<file path="src/rtl/onewire_pkg.sv">
package onewire_pkg;

  typedef enum logic [2:0] {
    ST_IDLE,
    ST_LOW,
    ST_PRES_WAIT,
    ST_PRES_LOW,
    ST_WAIT_HIGH
  } ow_state_e;

  // Clock cycles spanned by a duration given in tenths of a microsecond.
  function automatic int unsigned tenths_to_cycles(input int unsigned clk_hz,
                                                   input int unsigned tenths);
    return (clk_hz / 1_000_000) * tenths / 10;
  endfunction

endpackage

</file>
<file path="src/rtl/onewire_sync.sv">
module onewire_sync #(
  parameter int STAGES = 2
) (
  input  logic clk,
  input  logic rst_n,
  input  logic d_raw,
  output logic d_sync
);
  logic [STAGES-1:0] chain_q;

  // Idle bus level is high, so every stage resets to 1.
  genvar g;
  generate
    for (g = 0; g < STAGES; g++) begin : g_stage
      if (g == 0) begin : g_first
        always_ff @(posedge clk or negedge rst_n) begin
          if (!rst_n) chain_q[0] <= 1'b1;
          else        chain_q[0] <= d_raw;
        end
      end else begin : g_next
        always_ff @(posedge clk or negedge rst_n) begin
          if (!rst_n) chain_q[g] <= 1'b1;
          else        chain_q[g] <= chain_q[g-1];
        end
      end
    end
  endgenerate

  assign d_sync = chain_q[STAGES-1];
endmodule

</file>
<file path="src/rtl/onewire_timing.sv">
module onewire_timing #(
  parameter int unsigned CLK_HZ = 50_000_000,
  parameter int          CW     = 15
) (
  input  logic          od_sel,
  output logic [CW-1:0] t_reset,
  output logic [CW-1:0] t_pres_wait,
  output logic [CW-1:0] t_pres_low,
  output logic [CW-1:0] t_sample,
  output logic [CW-1:0] t_hold
);
  import onewire_pkg::*;

  // Standard-speed thresholds (tenths of a microsecond in the calls).
  localparam int unsigned STD_RESET = tenths_to_cycles(CLK_HZ, 4800);
  localparam int unsigned STD_PWAIT = tenths_to_cycles(CLK_HZ, 300);
  localparam int unsigned STD_PLOW  = tenths_to_cycles(CLK_HZ, 1200);
  localparam int unsigned STD_SMP   = tenths_to_cycles(CLK_HZ, 300);
  localparam int unsigned STD_HOLD  = tenths_to_cycles(CLK_HZ, 300);
  // Overdrive thresholds.
  localparam int unsigned OD_RESET  = tenths_to_cycles(CLK_HZ, 480);
  localparam int unsigned OD_PWAIT  = tenths_to_cycles(CLK_HZ, 30);
  localparam int unsigned OD_PLOW   = tenths_to_cycles(CLK_HZ, 120);
  localparam int unsigned OD_SMP    = tenths_to_cycles(CLK_HZ, 30);
  localparam int unsigned OD_HOLD   = tenths_to_cycles(CLK_HZ, 30);

  always_comb begin
    if (od_sel) begin
      t_reset     = CW'(OD_RESET);
      t_pres_wait = CW'(OD_PWAIT);
      t_pres_low  = CW'(OD_PLOW);
      t_sample    = CW'(OD_SMP);
      t_hold      = CW'(OD_HOLD);
    end else begin
      t_reset     = CW'(STD_RESET);
      t_pres_wait = CW'(STD_PWAIT);
      t_pres_low  = CW'(STD_PLOW);
      t_sample    = CW'(STD_SMP);
      t_hold      = CW'(STD_HOLD);
    end
  end
endmodule

</file>
<file path="src/rtl/onewire_slot_ctrl.sv">
module onewire_slot_ctrl #(
  parameter int CW = 15
) (
  input  logic          clk,
  input  logic          rst_n,
  input  logic          line_s,
  input  logic          od_mode,
  input  logic          tx_mode,
  input  logic          tx_bit,
  input  logic [CW-1:0] t_reset,
  input  logic [CW-1:0] t_pres_wait,
  input  logic [CW-1:0] t_pres_low,
  input  logic [CW-1:0] t_sample,
  input  logic [CW-1:0] t_hold,
  output logic          od_latched,
  output logic          pull,
  output logic          bus_rst,
  output logic          slot_end,
  output logic          bit_stb,
  output logic          bit_val
);
  import onewire_pkg::*;

  localparam logic [CW-1:0] CNT_MAX = {CW{1'b1}};

  ow_state_e     st_q, st_n;
  logic [CW-1:0] cnt_q, cnt_n, cnt_inc;
  logic          mode_q, mode_n;
  logic          wr_q, wr_n;
  logic          drv0_q, drv0_n;
  logic          smp_q, smp_n;
  logic          rstp_q, rstp_n;
  logic          pull_q, pull_n;
  logic          brst_q, brst_n;
  logic          done_q, done_n;
  logic          bstb_q, bstb_n;
  logic          bval_q, bval_n;
  logic          rst_hit;

  assign cnt_inc = (cnt_q == CNT_MAX) ? cnt_q : cnt_q + 1'b1;
  assign rst_hit = rstp_q || (cnt_q >= t_reset);

  always_comb begin
    st_n   = st_q;
    cnt_n  = cnt_q;
    mode_n = mode_q;
    wr_n   = wr_q;
    drv0_n = drv0_q;
    smp_n  = smp_q;
    rstp_n = rstp_q;
    brst_n = 1'b0;
    done_n = 1'b0;
    bstb_n = 1'b0;
    bval_n = bval_q;
    unique case (st_q)
      ST_IDLE: begin
        if (!line_s) begin
          st_n   = ST_LOW;
          cnt_n  = '0;
          mode_n = od_mode;
          wr_n   = !tx_mode;
          drv0_n = tx_mode && !tx_bit;
          smp_n  = 1'b1;
          rstp_n = 1'b0;
        end
      end
      ST_LOW: begin
        cnt_n = cnt_inc;
        if (cnt_q == t_sample) smp_n = line_s;
        if (cnt_q >= t_reset)  rstp_n = 1'b1;
        if (line_s && (cnt_q > t_sample)) begin
          cnt_n  = '0;
          drv0_n = 1'b0;
          if (rst_hit) begin
            st_n   = ST_PRES_WAIT;
            brst_n = 1'b1;
          end else begin
            st_n   = ST_IDLE;
            done_n = 1'b1;
            bstb_n = wr_q;
            bval_n = smp_q;
          end
        end
      end
      ST_PRES_WAIT: begin
        cnt_n = cnt_inc;
        if (cnt_q >= t_pres_wait) begin
          st_n  = ST_PRES_LOW;
          cnt_n = '0;
        end
      end
      ST_PRES_LOW: begin
        cnt_n = cnt_inc;
        if (cnt_q >= t_pres_low) begin
          st_n  = ST_WAIT_HIGH;
          cnt_n = '0;
        end
      end
      ST_WAIT_HIGH: begin
        if (line_s) st_n = ST_IDLE;
      end
      default: st_n = ST_IDLE;
    endcase
    pull_n = (st_n == ST_PRES_LOW) ||
             ((st_n == ST_LOW) && drv0_n && (cnt_n < t_hold));
  end

  always_ff @(posedge clk or negedge rst_n) begin
    if (!rst_n) begin
      st_q   <= ST_IDLE;
      cnt_q  <= '0;
      mode_q <= 1'b0;
      wr_q   <= 1'b1;
      drv0_q <= 1'b0;
      smp_q  <= 1'b1;
      rstp_q <= 1'b0;
      pull_q <= 1'b0;
      brst_q <= 1'b0;
      done_q <= 1'b0;
      bstb_q <= 1'b0;
      bval_q <= 1'b0;
    end else begin
      st_q   <= st_n;
      cnt_q  <= cnt_n;
      mode_q <= mode_n;
      wr_q   <= wr_n;
      drv0_q <= drv0_n;
      smp_q  <= smp_n;
      rstp_q <= rstp_n;
      pull_q <= pull_n;
      brst_q <= brst_n;
      done_q <= done_n;
      bstb_q <= bstb_n;
      if (bstb_n) bval_q <= bval_n;
    end
  end

  assign od_latched = mode_q;
  assign pull       = pull_q;
  assign bus_rst    = brst_q;
  assign slot_end   = done_q;
  assign bit_stb    = bstb_q;
  assign bit_val    = bval_q;
endmodule

</file>
<file path="src/rtl/onewire_byte_asm.sv">
module onewire_byte_asm #(
  parameter int BYTE_W = 8
) (
  input  logic              clk,
  input  logic              rst_n,
  input  logic              clr,
  input  logic              bit_stb,
  input  logic              bit_val,
  output logic [BYTE_W-1:0] byte_out,
  output logic              byte_vld
);
  localparam int BCW = (BYTE_W > 1) ? $clog2(BYTE_W) : 1;
  localparam logic [BCW-1:0] LAST = BCW'(BYTE_W - 1);

  logic [BYTE_W-1:0] sh_q, sh_n;
  logic [BCW-1:0]    bc_q, bc_n;
  logic [BYTE_W-1:0] out_q, out_n;
  logic              vld_n, vld_q;

  always_comb begin
    sh_n  = sh_q;
    bc_n  = bc_q;
    out_n = out_q;
    vld_n = 1'b0;
    if (clr) begin
      bc_n = '0;
    end else if (bit_stb) begin
      // Each new bit enters at the top, so the first bit ends in bit 0.
      sh_n = {bit_val, sh_q[BYTE_W-1:1]};
      if (bc_q == LAST) begin
        bc_n  = '0;
        out_n = sh_n;
        vld_n = 1'b1;
      end else begin
        bc_n = bc_q + 1'b1;
      end
    end
  end

  always_ff @(posedge clk or negedge rst_n) begin
    if (!rst_n) begin
      sh_q  <= '0;
      bc_q  <= '0;
      out_q <= '0;
      vld_q <= 1'b0;
    end else begin
      sh_q  <= sh_n;
      bc_q  <= bc_n;
      vld_q <= vld_n;
      if (vld_n) out_q <= out_n;
    end
  end

  assign byte_out = out_q;
  assign byte_vld = vld_q;
endmodule

</file>
<file path="src/rtl/onewire_slave_phy.sv">
module onewire_slave_phy #(
  parameter int unsigned CLK_HZ      = 50_000_000,
  parameter int          SYNC_STAGES = 2,
  parameter int          BYTE_W      = 8
) (
  input  logic              clk,
  input  logic              rst_n,
  input  logic              dq_in,
  input  logic              od_mode,
  input  logic              tx_mode,
  input  logic              tx_bit,
  output logic              dq_pull,
  output logic              bus_reset,
  output logic              slot_done,
  output logic [BYTE_W-1:0] rx_byte,
  output logic              rx_valid
);
  import onewire_pkg::*;

  // The longest span any state counts is the standard reset threshold.
  localparam int CW = $clog2(tenths_to_cycles(CLK_HZ, 4800) + 2);

  logic          line_s;
  logic          od_lat;
  logic [CW-1:0] t_reset, t_pres_wait, t_pres_low, t_sample, t_hold;
  logic          bit_stb, bit_val;

  onewire_sync #(.STAGES(SYNC_STAGES)) u_sync (
    .clk    (clk),
    .rst_n  (rst_n),
    .d_raw  (dq_in),
    .d_sync (line_s)
  );

  onewire_timing #(.CLK_HZ(CLK_HZ), .CW(CW)) u_timing (
    .od_sel      (od_lat),
    .t_reset     (t_reset),
    .t_pres_wait (t_pres_wait),
    .t_pres_low  (t_pres_low),
    .t_sample    (t_sample),
    .t_hold      (t_hold)
  );

  onewire_slot_ctrl #(.CW(CW)) u_ctrl (
    .clk         (clk),
    .rst_n       (rst_n),
    .line_s      (line_s),
    .od_mode     (od_mode),
    .tx_mode     (tx_mode),
    .tx_bit      (tx_bit),
    .t_reset     (t_reset),
    .t_pres_wait (t_pres_wait),
    .t_pres_low  (t_pres_low),
    .t_sample    (t_sample),
    .t_hold      (t_hold),
    .od_latched  (od_lat),
    .pull        (dq_pull),
    .bus_rst     (bus_reset),
    .slot_end    (slot_done),
    .bit_stb     (bit_stb),
    .bit_val     (bit_val)
  );

  onewire_byte_asm #(.BYTE_W(BYTE_W)) u_asm (
    .clk      (clk),
    .rst_n    (rst_n),
    .clr      (bus_reset),
    .bit_stb  (bit_stb),
    .bit_val  (bit_val),
    .byte_out (rx_byte),
    .byte_vld (rx_valid)
  );
endmodule

</file>
<file path="config.mk">
export PLATFORM = sky130hd
export DESIGN_NAME = onewire_slave_phy
export DESIGN_NICKNAME = d
export VERILOG_FILES = /design/src/rtl/onewire_pkg.sv /design/src/rtl/onewire_sync.sv /design/src/rtl/onewire_timing.sv /design/src/rtl/onewire_slot_ctrl.sv /design/src/rtl/onewire_byte_asm.sv /design/src/rtl/onewire_slave_phy.sv
export SDC_FILE = /design/constraint.sdc
export NUM_CORES = 1
export LEC_CHECK = 0
export CAP_MARGIN = 20
export CORE_UTILIZATION = 30
export CTS_BUF_LIST = sky130_fd_sc_hd__clkbuf_8
export DETAILED_ROUTE_END_ITERATION = 10
export GPL_ROUTABILITY_DRIVEN = 0
export PLACE_DENSITY = 0.59
export SLEW_MARGIN = 10
export SYNTH_ARGS = -nofsm -noshare
export SYNTH_HDL_FRONTEND = slang
export SYNTH_SLANG_ARGS = --single-unit
</file>
<file path="constraint.sdc">
create_clock -name clk -period 4.25 [get_ports clk]
set_input_delay 1.275 -clock clk [delete_from_list [all_inputs] [get_ports clk]]
set_output_delay 1.275 -clock clk [all_outputs]
set_load 0.05 [all_outputs]
</file>
==> results.cfg, run 1 <==
[run_status]
status = completed

[timing]
fin_skew_ns = 0.00794
timing.final.crit_share_pct = 95.9
period_needed_ns = 4.08
relSlewSlack_pct = 42.5
drv_slew = 0
layout_setup_ws_ns = 0.174
hold_viol_final = 0
timing.hold.ws_ns = 0.364
worst_pin_slew_ns = 0.854
clock.fmax_mhz = 245
finalSetupViolations = 0
rsz0062_at_grt = yes
tns_ns = 0

[run]
drv_cap = 0

[die]
core_area_um2 = 9730
rows = 36
die_h_um = 102
io_pins = 18
fp.dieW_um = 102
initial_utilization_pct = 30.9
dieArea_um2 = 10400

[clocking]
numCtsBuffers = 5
htreeDepth = 2
cts_tree = yes
clk_path_buf_depth = 2
worstSkewPairLatency_ns = 0.31
clkTransAtPathRegs_ns = 0.10
cts_sinks = 49
cts_hold_buf = 0
root_buffer = clkbuf_8

[power_and_ir_drop]
irDropWorstVdd_mv = 0.158
p_comb_share_pct = 5.3
p_per_area_nw_per_um2 = 224
internal_power_mw = 0.604
switchingPower_mw = 0.196
power.leakage_nw = 1.59
pwr-share-clk_pct = 35.6
switching_share_pct = 24.5
p_seq_share_pct = 59.1

[critical_path]
path_max_fanout = 5
critical-path-max-stage-delay_ns = 0.53
required_ns = 4.48
path_class = reg2reg
cp_num_buf_inv = 1
critical_path.slowest_cell = or4b_4
crit_chain = ha_4 > or4bb_1 > or4_4 > a21boi_4 > nor4_4 > nor3_4 > buf_4 > o21ai_2 > ha_1 > nor2b_1 > a2111oi_2 > o211ai_1 > or4b_4 > o31ai_2
crit_path_start_kind = flop
cp-end-kind = flop
worstPathArrival_ns = 4.30
cpLargestDelayFamily = simple AND/OR/NAND/NOR gates

[logic_synthesis]
netlist_area_um2 = 3000
synth_top_area_share_pct = 37.5
yosys_warnings = 0
synth_ff_type = dfrtp_1
synthTopCellsByArea = dfrtp_1 (37%), ha_1 (7.9%), mux2_2 (6.8%)
ys_ff_latch = 49
synthTopCellsByCount = dfrtp_1 (45), nor2_1 (21), ha_1 (19)
yosysMostFrequentCell = dfrtp_1
synth.distinct_cells = 73
yosysTopAreaCell = dfrtp_1
syn_nets = 316
synthCells = 291
seq_area_frac_synth_pct = 41.0
syn_avg_cell_area_um2 = 10.3
async_reset_ff_share_pct = 100
synth_edf_count = 0

[layout]
syn2layout_area_growth_pct = 19.1
num_antenna_cells = 0
drive_gt1_share_pct = 25.7
final_cells = 460
fin_nets = 351
finalInstanceArea_um2 = 3580

[detailed_routing]
drc_errors = 0
drt-vias-per-instance = 5.42
dr_wl_met2_mm = 3.50
dr_wl_met3_um = 371
drt_pass1_iterations = 4
m1WireLength_mm = 3.32
top_layer_used = met4
num_vias = 2492
dr.first_iter.drc_count = 218
wirelength_mm = 7.36
drt-wirelength-per-cell_um = 16.0
ant_nets = 0

[placed_design]
dpl_worst_slack_ns = -0.0590
dp_cells = 450
port_buffers = 17
dpl.hpwl_mm = 5.59
place_area_um2 = 3410

[global_route]
grt_start_max_net_pins = 30
first_global_vias = 2375
track_usage_pct = 14.9
antenna_found_initial = 0
grt_pass1_wl_mm = 11.9
overflow = 0

[worst_hold_path]
hold_class = reg2reg
worst paths after layout:
path                       slack, ns  cells after the start              to              start
min in group asynchronous       0.91                      1  u_asm.byte_vld              rst_n
setup reg to reg                0.17                     14     u_ctrl.pull  u_ctrl.od_latched
max in group asynchronous       2.55                      2     u_ctrl.wr_q              rst_n
setup / recovery                0.17                     14     u_ctrl.pull  u_ctrl.od_latched
hold reg to reg                 0.36                      0   u_sync.d_sync  u_sync.chain_q[0]
hold / removal                  0.36                      0   u_sync.d_sync  u_sync.chain_q[0]
cell usage in the layout (no fill, tap or decap), types with 10 or more instances in the layout:
| cell type | n |
|---|---|
| a21oi_1 | 15 |
| dfrtp_1 | 44 |
| ha_1 | 17 |
| nand2_1 | 16 |
| nand3_1 | 10 |
| nor2_1 | 20 |
| o21ai_0 | 13 |
| clkdlybuf4s50_1 | 16 |
| buf_4 | 22 |
| inv_1 | 12 |
| mux2_2 | 18 |
layer usage:
metal	vias to the layer above	GRT usage (%)
li1	1164	-
met1	1222	19.8
met2	94	23.7
met3	12	2.94
met4	0	6.04
met5	-	0
flip-flops by register name, summed over array words and instances (netlist names):
name / count
u_asm.bc_q: 3
u_asm.byte_out: 8
u_asm.byte_vld: 1
u_asm.sh_q: 7
u_ctrl.bit_stb: 1
u_ctrl.bit_val: 1
u_ctrl.bus_rst: 1
u_ctrl.cnt_q: 15
u_ctrl.drv0_q: 1
u_ctrl.od_latched: 1
u_ctrl.pull: 1
u_ctrl.rstp_q: 1
u_ctrl.slot_end: 1
u_ctrl.smp_q: 1
u_ctrl.st_q: 3
u_ctrl.wr_q: 1
u_sync.chain_q: 1
u_sync.d_sync: 1
logic make-up (layout without fill, tap and decap cells):
logic type | after synthesis | after routing | share of synthesized area, %
mux | 25 | 25 | 9.08
simple gates | 103 | 103 | 21.0
flops | 49 | 49 | 41.0
xor+xnor | 4 | 4 | 1.17
buf+inv | 24 | 60 | 4.58
compound gates | 67 | 67 | 15.3
fa+ha+maj | 19 | 19 | 7.92
metrics by stage:
stage	utilization [%]	total power, mW
after floorplan	-	0.499
after global placement	35.1	0.523
final	36.8	0.801
after detailed placement	35.1	0.523
after global routing	36.8	0.831
after CTS	36.1	0.808
area by class of cell:
class                      count  area, um^2
tap                          133         166
clock inverter                 3        22.5
sequential                    49        1230
clock buffer                   5        68.8
timing repair buffer          40         342
inverter                      12        45.0
multi-input combinational    218        1700
fill                        1010        6150
power by group through the flow:
| stage | combinational, mW | clock (mW) | sequential, mW |
|---|---|---|---|
| floorplan | 0.0149 | 0 | 0.484 |
| CTS | 0.0418 | 0.293 | 0.473 |
| detailed placement | 0.0414 | 0 | 0.482 |
| finish | 0.0425 | 0.285 | 0.473 |
| global placement | 0.0409 | 0 | 0.482 |
| global route | 0.0479 | 0.310 | 0.474 |
worst register-to-register path, cell delays in order (launching register included):
cell       delay (ns)
dfrtp_2          0.49
ha_4             0.30
or4bb_1          0.48
or4_4            0.48
a21boi_4         0.19
nor4_4           0.08
nor3_4           0.22
buf_4            0.16
o21ai_2          0.07
ha_1             0.30
nor2b_1          0.15
a2111oi_2        0.20
o211ai_1         0.14
or4b_4           0.53
o31ai_2          0.22
timing repair:
action,CTS,global route
endpoints found under the setup margin,1,1
cloned,0,0
pin swaps,1,2
gates resized for setup,2,11
setup buffers,0,2
(Power assumes the default switching activity.)
==> run 2, diff against run 1 <==
==> constraint.sdc (replaced) <==
create_clock -name clk -period 4.25 [get_ports clk]
set_input_delay 1.275 -clock clk [delete_from_list [all_inputs] [get_ports clk]]
set_output_delay 1.275 -clock clk [all_outputs]
set_load 0.01 [all_outputs]
==> results of run 2 <==
Same layout as run 1 (identical final DEF). Status: completed.
Main changes from that run: total power 0.801 mW -> 0.799 mW
